**src/rtl/segdec_pkg.sv**
```systemverilog
package segdec_pkg;

  typedef struct packed {
    logic load;
    logic clear;
  } dpCtrlT;

  function automatic logic rangesMeet(logic [63:0] baseA, int lgA,
                                      logic [63:0] baseB, int lgB);
    int wide;
    wide = (lgA > lgB) ? lgA : lgB;
    return (baseA >> wide) == (baseB >> wide);
  endfunction

endpackage

```
**src/rtl/segdec_ctrl.sv**
```systemverilog
module segdec_ctrl
  import segdec_pkg::*;
(
  input  logic   clk,
  input  logic   rstN,
  input  logic   addrValid,
  output logic   outValid,
  output dpCtrlT dpCtrl
);

  always_comb begin
    dpCtrl.load  = addrValid;
    dpCtrl.clear = !addrValid && outValid;
  end

  always_ff @(posedge clk or negedge rstN) begin
    if (!rstN) outValid <= 1'b0;
    else       outValid <= addrValid;
  end

endmodule

```
**src/rtl/segdec_datapath.sv**
```systemverilog
module segdec_datapath
  import segdec_pkg::*;
#(
  parameter int ADDR_W      = 32,
  parameter int LOOKUP_BITS = 4,
  parameter int NUM_SEG     = 4,
  parameter int NUM_TGT     = 3,
  parameter logic [NUM_SEG-1:0][ADDR_W-1:0] SEG_BASE = '0,
  parameter logic [NUM_SEG-1:0][7:0]        SEG_LG   = '0,
  parameter logic [NUM_SEG-1:0]             SEG_CACHE = '0,
  parameter logic [NUM_SEG-1:0][7:0]        SEG_TGT  = '0,
  localparam int TGT_W = (NUM_TGT > 1) ? $clog2(NUM_TGT) : 1
)(
  input  logic               clk,
  input  logic               rstN,
  input  logic [ADDR_W-1:0]  addr,
  input  dpCtrlT             dpCtrl,
  output logic [TGT_W-1:0]   tgtIdx,
  output logic [NUM_TGT-1:0] tgtOneHot,
  output logic               cacheable,
  output logic               decErr
);

  localparam int SLOT_LG   = ADDR_W - LOOKUP_BITS;
  localparam int NUM_SLOTS = 1 << LOOKUP_BITS;

  function automatic logic segInSlot(int seg, int slot);
    return rangesMeet(64'(SEG_BASE[seg]), int'(SEG_LG[seg]),
                      64'(slot) << SLOT_LG, SLOT_LG);
  endfunction

  function automatic logic [7:0] slotOwner(int slot);
    for (int i = 0; i < NUM_SEG; i++)
      if (segInSlot(i, slot)) return SEG_TGT[i];
    return 8'd0;
  endfunction

  // Per-region range compare
  logic [NUM_SEG-1:0] segHit;

  for (genvar i = 0; i < NUM_SEG; i++) begin : g_seg
    localparam int LG = int'(SEG_LG[i]);
    if (LG >= ADDR_W) begin : g_badSize
      $error("region %0d is larger than the address space", i);
    end else begin : g_cmp
      assign segHit[i] = (addr[ADDR_W-1:LG] == SEG_BASE[i][ADDR_W-1:LG]);
      if ((64'(SEG_BASE[i]) & ((64'd1 << LG) - 64'd1)) != 64'd0) begin : g_misaligned
        $error("region %0d base is not aligned to its size", i);
      end
    end
    if (int'(SEG_TGT[i]) >= NUM_TGT) begin : g_badOwner
      $error("region %0d owner out of range", i);
    end
    for (genvar j = i + 1; j < NUM_SEG; j++) begin : g_pair
      if (rangesMeet(64'(SEG_BASE[i]), int'(SEG_LG[i]),
                     64'(SEG_BASE[j]), int'(SEG_LG[j]))) begin : g_overlap
        $error("regions %0d and %0d overlap", i, j);
      end
    end
  end

  // Slot lookup table of owning targets
  logic [NUM_SLOTS-1:0][TGT_W-1:0] slotRom;

  for (genvar s = 0; s < NUM_SLOTS; s++) begin : g_slot
    localparam logic [7:0] OWNER = slotOwner(s);
    assign slotRom[s] = OWNER[TGT_W-1:0];
    for (genvar i = 0; i < NUM_SEG; i++) begin : g_agree
      if (segInSlot(i, s) && (SEG_TGT[i] != OWNER)) begin : g_conflict
        $error("slot %0d holds regions with different owners", s);
      end
    end
  end

  logic [LOOKUP_BITS-1:0] slotSel;
  logic [TGT_W-1:0]       romTgt;
  logic                   anyHit;
  logic                   hitCache;
  logic [NUM_TGT-1:0]     oneHotNext;

  always_comb begin
    slotSel  = addr[ADDR_W-1 -: LOOKUP_BITS];
    romTgt   = slotRom[slotSel];
    anyHit   = |segHit;
    hitCache = |(segHit & SEG_CACHE);
    oneHotNext = '0;
    for (int t = 0; t < NUM_TGT; t++)
      if (anyHit && (romTgt == TGT_W'(t))) oneHotNext[t] = 1'b1;
  end

  always_ff @(posedge clk or negedge rstN) begin
    if (!rstN) begin
      tgtIdx    <= '0;
      tgtOneHot <= '0;
      cacheable <= 1'b0;
      decErr    <= 1'b0;
    end else if (dpCtrl.load) begin
      tgtIdx    <= anyHit ? romTgt : '0;
      tgtOneHot <= oneHotNext;
      cacheable <= hitCache;
      decErr    <= !anyHit;
    end else if (dpCtrl.clear) begin
      tgtIdx    <= '0;
      tgtOneHot <= '0;
      cacheable <= 1'b0;
      decErr    <= 1'b0;
    end
  end

endmodule

```
**src/rtl/segdec_top.sv**
```systemverilog
module segdec_top
  import segdec_pkg::*;
#(
  parameter int ADDR_W      = 32,
  parameter int LOOKUP_BITS = 4,
  parameter int NUM_SEG     = 4,
  parameter int NUM_TGT     = 3,
  parameter logic [NUM_SEG-1:0][ADDR_W-1:0] SEG_BASE =
    {32'h2000_0000, 32'h1000_0000, 32'h0000_0000, 32'hBFC0_0000},
  parameter logic [NUM_SEG-1:0][7:0] SEG_LG  = {8'd12, 8'd20, 8'd24, 8'd22},
  parameter logic [NUM_SEG-1:0]      SEG_CACHE = 4'b0011,
  parameter logic [NUM_SEG-1:0][7:0] SEG_TGT = {8'd2, 8'd1, 8'd0, 8'd0},
  localparam int TGT_W = (NUM_TGT > 1) ? $clog2(NUM_TGT) : 1
)(
  input  logic               clk,
  input  logic               rstN,
  input  logic               addrValid,
  input  logic [ADDR_W-1:0]  addr,
  output logic               outValid,
  output logic [TGT_W-1:0]   tgtIdx,
  output logic [NUM_TGT-1:0] tgtOneHot,
  output logic               cacheable,
  output logic               decErr
);

  dpCtrlT dpCtrl;

  segdec_ctrl u_ctrl (
    .clk       (clk),
    .rstN      (rstN),
    .addrValid (addrValid),
    .outValid  (outValid),
    .dpCtrl    (dpCtrl)
  );

  segdec_datapath #(
    .ADDR_W      (ADDR_W),
    .LOOKUP_BITS (LOOKUP_BITS),
    .NUM_SEG     (NUM_SEG),
    .NUM_TGT     (NUM_TGT),
    .SEG_BASE    (SEG_BASE),
    .SEG_LG      (SEG_LG),
    .SEG_CACHE   (SEG_CACHE),
    .SEG_TGT     (SEG_TGT)
  ) u_dp (
    .clk       (clk),
    .rstN      (rstN),
    .addr      (addr),
    .dpCtrl    (dpCtrl),
    .tgtIdx    (tgtIdx),
    .tgtOneHot (tgtOneHot),
    .cacheable (cacheable),
    .decErr    (decErr)
  );

endmodule

```
**config.mk**
```make
export PLATFORM = sky130hd
export DESIGN_NAME = segdec_top
export DESIGN_NICKNAME = d
export VERILOG_FILES = /design/src/rtl/segdec_pkg.sv /design/src/rtl/segdec_ctrl.sv /design/src/rtl/segdec_datapath.sv /design/src/rtl/segdec_top.sv
export SDC_FILE = /design/constraint.sdc
export NUM_CORES = 1
export LEC_CHECK = 0
export ABC_AREA = 1
export BUFFER_PORTS_ARGS = -buffer_cell sky130_fd_sc_hd__buf_2
export CELL_PAD_IN_SITES_DETAIL_PLACEMENT = 1
export CELL_PAD_IN_SITES_GLOBAL_PLACEMENT = 1
export CORE_ASPECT_RATIO = 1.2
export CORE_UTILIZATION = 21
export CTS_CLUSTER_DIAMETER = 80
export DETAILED_ROUTE_END_ITERATION = 6
export PLACE_DENSITY = 0.75
export REMOVE_ABC_BUFFERS = 1
export SLEW_MARGIN = 20
export SYNTH_ARGS = -nofsm -noshare
export SYNTH_HDL_FRONTEND = slang
export SYNTH_HIERARCHICAL = 1
export SYNTH_SLANG_ARGS = --single-unit
```
**constraint.sdc**
```tcl
create_clock -name clk -period 1.2 [get_ports clk]
set_input_delay 0.18 -clock clk [delete_from_list [all_inputs] [get_ports clk]]
set_output_delay 0.18 -clock clk [all_outputs]
set_load 0.01 [all_outputs]
```
# Word-level counts from Yosys, hierarchy flattened
# Memories as Yosys holds them, arrays and structs flattened.
# Index checks and enable logic that the tools add are counted.
[op_classes] muxes=12 n_eq_ne=5 reduce_logical=11 n_lt_le_gt_ge=1
[ops] op="== test 20 x 18 -> 1 bit (second input constant)" n=1
[ops] op="== test 12 x 9 -> 1 bit (second input constant)" n=1
[ops] op="== test 10 bit (second input constant)" n=1
[ops] op="zero test 8 bit" n=1
[ops] op="two-way mux 2 bit" n=4
[ops] op="two-way mux 1 bit" n=6
[ops] op="two-way mux 3 bit" n=2
[ops] op="< comparator 4 x 5 -> 1 bit (second input constant)" n=1
[ops] op="logical AND 1 bit" n=4
[ops] op="OR reduction 4 bit" n=1
[ops] op="== test 2 x 1 -> 1 bit (second input constant)" n=1
[ops] op="== test 2 bit (second input constant)" n=1
[ops] op="zero test 1 bit" n=2
[ops] op="zero test 2 bit" n=1
[ops] op="nonzero test 2 bit" n=1
[ops] op="OR reduction 2 bit" n=1
[totals] reg_bits=8 out_inout_bits=8 mem_bits_ro=32 n_memories=1 input_bits=35 elab_cells=35
[mem_list] memory="(name not given)" depth=16 width=2 read_ports=1 rd_ports_with_merged_regs=0 wr=0 line_no="segdec_datapath.sv:83" text="romTgt = slotRom[slotSel];"

# Longest topological paths before layout
# Gate-level depths: netlist of run 1.
[depth] word_depth=6 mapped_depth=8 mapped_depth_nobuf=8

# Modules after synthesis
# The synthesis of run 1 kept the hierarchy.
[modules_own_cells] module="segdec_datapath" area_each_um2=416.6 seq_area_each_um2=175.2 cells_per_inst=62 n_inst=1
[modules_own_cells] module="segdec_ctrl" area_each_um2=42.5 seq_area_each_um2=25.0 cells_per_inst=4 n_inst=1

# Least setup slack after synthesis of run 1
# Ideal clock, no wire load.
[synth_path] path_type="reg2reg" start="register u_ctrl.outValid" end="register u_dp.decErr" stages_incl_launch_ff=6 n_path_buf=0 period_less_slack_ps=972 required_ps=1135 setup_time_ps=65 setup_slack_ps=228 t_arrival_ps=907 path_cell_list="dfrtp_1 > inv_1 > nor2_2 > nor2_1 > nand2_1 > nand2_2"
[synth_rtl] item="start, declared" line_no="segdec_ctrl.sv:7" text="output logic outValid,"
[synth_rtl] item="start signal, assigned" line_no="segdec_ctrl.sv:18" text="else outValid <= addrValid;"
[synth_rtl] item="end signal, assigned" line_no="segdec_datapath.sv:101" text="decErr <= !anyHit;"
[synth_rtl] item="end, declared" line_no="segdec_datapath.sv:21" text="output logic decErr"

# Final worst setup path of run 1
[layout_path] start="register u_dp.tgtOneHot[1]" end="output tgtOneHot[1]"
[layout_rtl] item="start, declared" line_no="segdec_datapath.sv:19" text="output logic [NUM_TGT-1:0] tgtOneHot,"
[layout_rtl] item="start signal, assigned" line_no="segdec_datapath.sv:99" text="tgtOneHot <= oneHotNext;"
[layout_rtl] item="end, declared" line_no="segdec_top.sv:21" text="output logic [NUM_TGT-1:0] tgtOneHot,"
# No word-level cell between the ends.

==> flow_summary.json, run 1 <==
{
  "syn-mean-instance-area_um2": 6.957,
  "synth.yosys.seq_area_share_pct": 43.60,
  "finalNetCount": 137,
  "detailroute.via_count": 520,
  "run_status": "finished, final reports clean",
  "first_pass_iters": 4,
  "power_density_normalized_to_cell_area_mw_per_mm2": 839.6,
  "fillCellCount": 273,
  "post_drt_wl_per_cell_um": 8.831,
  "ctsRootBufferMaster": "clkbuf_4",
  "die_area_mm2": 0.002378,
  "final_cell_area_um2": 679.4,
  "routability_congestion_estimate": 0.6775,
  "layout_common_cells": "buf_2, nand2_1, nor2_1",
  "cts_setup_buffers": 0,
  "synth_top_family_by_area": "simple AND/OR/NAND/NOR gates",
  "drv_slew": 0,
  "min_period_ns": 0.9515,
  "detailedRoute.firstIterationViolations": 9,
  "synthSimpleGateAreaFrac_pct": 51.50,
  "first_global_vias": 523,
  "worst_setup_path_end_kind": "output port",
  "tightest_slew_ns": 0.1839,
  "antenna_found_initial": 0,
  "tritoncts.num_buffers": 3,
  "post_route_cells_drive_above_1_share_pct": 42.00,
  "setup_viol_count_final": 0,
  "worst_clock_skew_ns": 0.0001716,
  "synth_area_in_adders_pct": 0,
  "total_leakage_power_uw": 0.0003970,
  "cts.htree.levels": 1,
  "ys_warn_count": 6,
  "ir_worst_vdd_v": 0.0002331,
  "totalPowerFinal_uw": 570.4,
  "yosys_register_bits": 8,
  "placement.io_buffers": 30,
  "largest_incremental_delay_on_the_critical_path_ns": 0.38,
  "fp.dieH_um": 53.23,
  "synthMuxAreaShare_pct": 0,
  "drt_drc_violations_left": 0,
  "worst_setup_hold_path_clk_slew_ns": 0.05,
  "max_freq_mhz": 1051,
  "floorplan.core_area_mm2": 0.002049,
  "grt_first_pass_wirelength_um": 2042,
  "critical_path.top_delay_family": "flip-flops",
  "grt_start_max_net_pins": 9,
  "critPathArrivalTime_ns": 0.77,
  "cells_along_the_critical_path": "buf_2",
  "seq_area_um2": 200.2,
  "compound_cell_area_share_of_the_yosys_netlist_pct": 0,
  "path_max_fanout": 2,
  "critical_path_class": "flip-flop to output port",
  "mappedNetlistArea_um2": 459.2,
  "overflow": 0,
  "grt_usage_pct": 12.08,
  "dp_area_um2": 646.9,
  "routed_wirelength_um": 1148,
  "clkLatencyLatePin_ns": 0.24,
  "totalNegativeSetupSlack_ns": 0,
  "timing.critical_path.from_type": "flip-flop",
  "die_x_um": 44.69,
  "ioPinCount": 43,
  "number_of_core_rows": 18,
  "num_antenna_cells": 0,
  "cts_buffer_depth": 2,
  "timing.critical_path.buf_inv": 1,
  "initial_utilization_pct": 22.41,
  "critPathRequiredTime_ns": 1.02,
  "multi_input_comb_area_um2": 236.5,
  "netlist-cell-type-count": 11,
  "tcrit_tclk_final_pct": 79.29,
  "hold_viol_final": 0,
  "synth_xor_area_share_pct": 0,
  "maximum_capacitance_violations": 0,
  "timing.hold.worst.class": "primary input to flip-flop",
  "synthesis.instances": 66,
  "place.detailed.hpwl_um": 938.4,
  "timing.max_slew.rel_slack_pct": 87.72,
  "final_common_cell": "buf_2",
  "tritoncts_num_sinks": 8,
  "layout-area-overhead-vs-synth_pct": 47.96,
  "cts_tree": "built",
  "cp_slowest_cell": "dfrtp_1",
  "final_antenna_net_count": 0,
  "grt_setup_unrepaired": "false",
  "avgViaCountPerCell": 4.000
}
[registers in the layout, indices dropped and copies added (netlist names)]
| name | count |
|---|---|
| u_dp/tgtOneHot | 3 |
| u_dp/tgtIdx | 2 |
| u_ctrl/outValid | 1 |
| u_dp/cacheable | 1 |
| u_dp/decErr | 1 |
[kinds of logic (layout without fill, tap and decap cells)]
kind of cell | after synthesis | in the layout
simple gates | 53 | 53
flops | 8 | 8
buf+inv | 5 | 39
[stage by stage]
step                cells  setup slack [ns]  hold WS (ns)  util [%]
floorplan              65            0.2274       -0.1156         -
global placement      126            0.1919       0.02272     31.56
detailed placement    126            0.1505       0.02443     31.56
CTS                   130            0.2370        0.1292     33.15
global route          130            0.1722        0.1259     33.15
finish                130            0.2485        0.1361     33.15
[report_power, final]
part | internal [uW] | leakage [uW] | switching (uW)
registers | 275 | 0.000107 | 2.58
clock network | 114 | 0.0000138 | 81.7
logic | 46.6 | 0.000277 | 51.0
[layout make-up]
cell class              instances  share of cell area (%)
repair buffers                 32                   24.68
multi-input cells              53                   34.81
flip-flops and latches          8                   29.47
clock buffers                   3                   3.315
inverters                       4                   2.210
well taps                      30                   5.525
[repair_timing]
item	CTS	global route
resized for setup	0	0
hold buffers	1	0
endpoints found under the hold margin	8	0
[cell usage after synthesis, drive strengths merged]
master  count  area (um2)
nand4       3       18.77
inv         4       15.01
nand3       2       15.01
buf         1       7.510
nor2       19       88.83
nand2      29       113.9
dfrtp       8       200.2
[routing by layer]
metal / part of all wire (%) / GRT usage, %
met5: 0 / 0
met4: 0.52 / 7.576
met3: 4.8 / 2.048
met2: 55 / 21.57
met1: 39 / 12.89
[worst paths after layout]
check,cells after the start,end,start,slack [ns]
min in group asynchronous,2,u_dp/tgtOneHot[1],rstN,0.32
hold / removal,1,u_ctrl/outValid,addrValid,0.14
setup reg to reg,6,u_dp/decErr,u_ctrl/outValid,0.26
hold reg to reg,2,u_dp/cacheable,u_dp/cacheable,0.47
max in group asynchronous,2,u_dp/cacheable,rstN,0.72
setup / recovery,1,tgtOneHot[1],u_dp/tgtOneHot[1],0.25
(Power assumes the default switching activity.)
==> run 2: changes to the inputs <==
Settings changed: CORE_UTILIZATION 21 to 19, PLACE_DENSITY 0.75 to 0.72.
Clock period 1.2 ns to 0.8 ns, I/O delays scaled along.
==> run 2 against run 1 <==
The run now ends with setup timing left. Sequential power grew 50%. Global-route usage grew 0.23 points. Cell area grew 12%. Final cell count grew 6.9%. Core utilization grew 0.18 points. Die area grew 10%. Via count grew 7.3%. Clock power grew 50%. Sequential share of layout area shrank 3.2 points. Non-clock buffer count grew 8. Register-to-register slack lost 0.34 ns.
==> flow_summary.json, run 2 (synthesized netlist as in run 1, its figures left out) <==
{
  "timing.critical_path.mode_cell": "buf_6",
  "ir_worst_vdd_v": 0.0004077,
  "critical_path_class": "flip-flop to output port",
  "place.detailed.hpwl_um": 1040,
  "die_x_um": 46.88,
  "layout-area-overhead-vs-synth_pct": 65.67,
  "failed_checks": "setup timing",
  "tritoncts.num_buffers": 3,
  "grt_usage_pct": 12.31,
  "setup_viol_count_final": 15,
  "reg2reg_start": "u_ctrl/outValid",
  "cts_tree": "built",
  "routability_congestion_estimate": 0.6663,
  "drt_drc_violations_left": 0,
  "tightest_slew_ns": 0.1799,
  "routed_wirelength_um": 1308,
  "final_cell_area_um2": 760.7,
  "fin_ws_ns": -0.1842,
  "worst_setup_hold_path_clk_slew_ns": 0.05,
  "cts.htree.levels": 1,
  "timing.hold.ws_ns": 0.06320,
  "hold_viol_final": 0,
  "cp_slowest_cell": "dfrtp_1",
  "layout_common_cells": "buf_2, nand2_1, nor2_1",
  "floorplan.core_area_mm2": 0.002282,
  "first_pass_iters": 4,
  "hold-path-cell-count": 1,
  "die_area_mm2": 0.002618,
  "critical_path.startpoint": "u_ctrl/outValid",
  "num_antenna_cells": 0,
  "overflow": 0,
  "ioPinCount": 43,
  "largest_incremental_delay_on_the_critical_path_ns": 0.39,
  "largest_register_ffs": 3,
  "grt_start_max_net_pins": 9,
  "dp_area_um2": 663.1,
  "reg_top3": "u_dp/tgtOneHot (3), u_dp/tgtIdx (2)",
  "post_drt_wl_per_cell_um": 9.410,
  "maximum_capacitance_violations": 0,
  "worst_clock_skew_ns": 0.001889,
  "initial_utilization_pct": 20.12,
  "timing.critical_path.buf_inv": 2,
  "totalNegativeSetupSlack_ns": -1.161,
  "first_global_vias": 634,
  "critPathArrivalTime_ns": 0.86,
  "clkLatencyLatePin_ns": 0.24,
  "timing.critical_path.from_type": "flip-flop",
  "reg2reg_setup_slack_ns": -0.08,
  "grt_setup_unrepaired": "true",
  "reg2reg_path_depth": 5,
  "fp.dieH_um": 55.85,
  "post_route_cells_drive_above_1_share_pct": 48.15,
  "critical_path.top_delay_family": "flip-flops",
  "hp-start": "addrValid",
  "critPathRequiredTime_ns": 0.68,
  "regToRegEndpoint": "u_dp/cacheable",
  "run_status": "finished, violations left",
  "worstHoldEndpoint": "u_ctrl/outValid",
  "path_max_fanout": 2,
  "total_leakage_power_uw": 0.0004436,
  "cts_buffer_depth": 2,
  "worst_setup_path_end_kind": "output port",
  "number_of_core_rows": 19,
  "timing.hold.worst.class": "primary input to flip-flop",
  "finalNetCount": 145,
  "ctsRootBufferMaster": "clkbuf_4",
  "antenna_found_initial": 0,
  "avgViaCountPerCell": 4.014,
  "final_antenna_net_count": 0,
  "tritoncts_num_sinks": 8,
  "drv_slew": 0,
  "grt_first_pass_wirelength_um": 2456,
  "detailedRoute.firstIterationViolations": 5,
  "placement.io_buffers": 30,
  "detailroute.via_count": 558,
  "timing.max_slew.rel_slack_pct": 88.01,
  "cells_along_the_critical_path": "buf_6 > buf_6",
  "tcrit_tclk_final_pct": 123.0,
  "largest-register": "u_dp/tgtOneHot",
  "min_period_ns": 0.9842,
  "final_common_cell": "buf_2",
  "max_freq_mhz": 1016,
  "power_density_normalized_to_cell_area_mw_per_mm2": 1156,
  "totalPowerFinal_uw": 879.6
}
## run 2: cell count changes in the layout (fill, tap and decap cells not counted)
cell,previous run,this run
buf_4,1,8
buf_6,0,2
buf_2,30,29
nand2_1,27,26
nand2_2,2,3
nor2_1,14,13
nor2_4,1,2
## run 2: metrics by stage
step	util, %	worst slack (ns)	std cells
CTS	32.57	-0.1954	137
global placement	29.06	-0.1849	129
floorplan	-	-0.1726	65
finish	33.33	-0.1842	139
global route	33.33	-0.2240	139
detailed placement	29.06	-0.2437	129
## run 2: worst max-delay path by stage
stage,endpoint,cells past startpoint
after floorplan,u_dp/decErr,5
after global placement,u_dp/decErr,5
after detailed placement,u_dp/decErr,5
after CTS,outValid,2
after global routing,outValid,2
final,outValid,2
## run 2: layout make-up
cell class	count	area [um2]
sequential	8	200.2
fill	316	1521
timing repair buffer	40	237.7
multi-input combinational	53	246.5
tap	31	38.79
inverter	4	15.01
clock buffer	3	22.52
## run 2: repair_timing
item                                   CTS  global route
setup endpoints to repair               15            15
endpoints found under the hold margin    8             0
hold buffers                             1             0
buffers inserted                         4             2
gates resized for setup                  4             1
pin swaps                                7             4
## run 2: per-layer routing
layer  track usage, %  vias up  routed length, um
met5                0        -                  0
met4            3.673        0                  0
met1            13.94      253                525
met3            2.597        0                 79
li1                 -      288                  -
met2            21.83       17                703
## run 2: power breakdown
group	leakage [uW]	total, uW	switching, uW	internal (uW)
logic	0.000323	172	84.7	86.9
clock network	0.0000138	292	121	171
registers	0.000107	416	4.31	412
total	0.000444	880	210	670
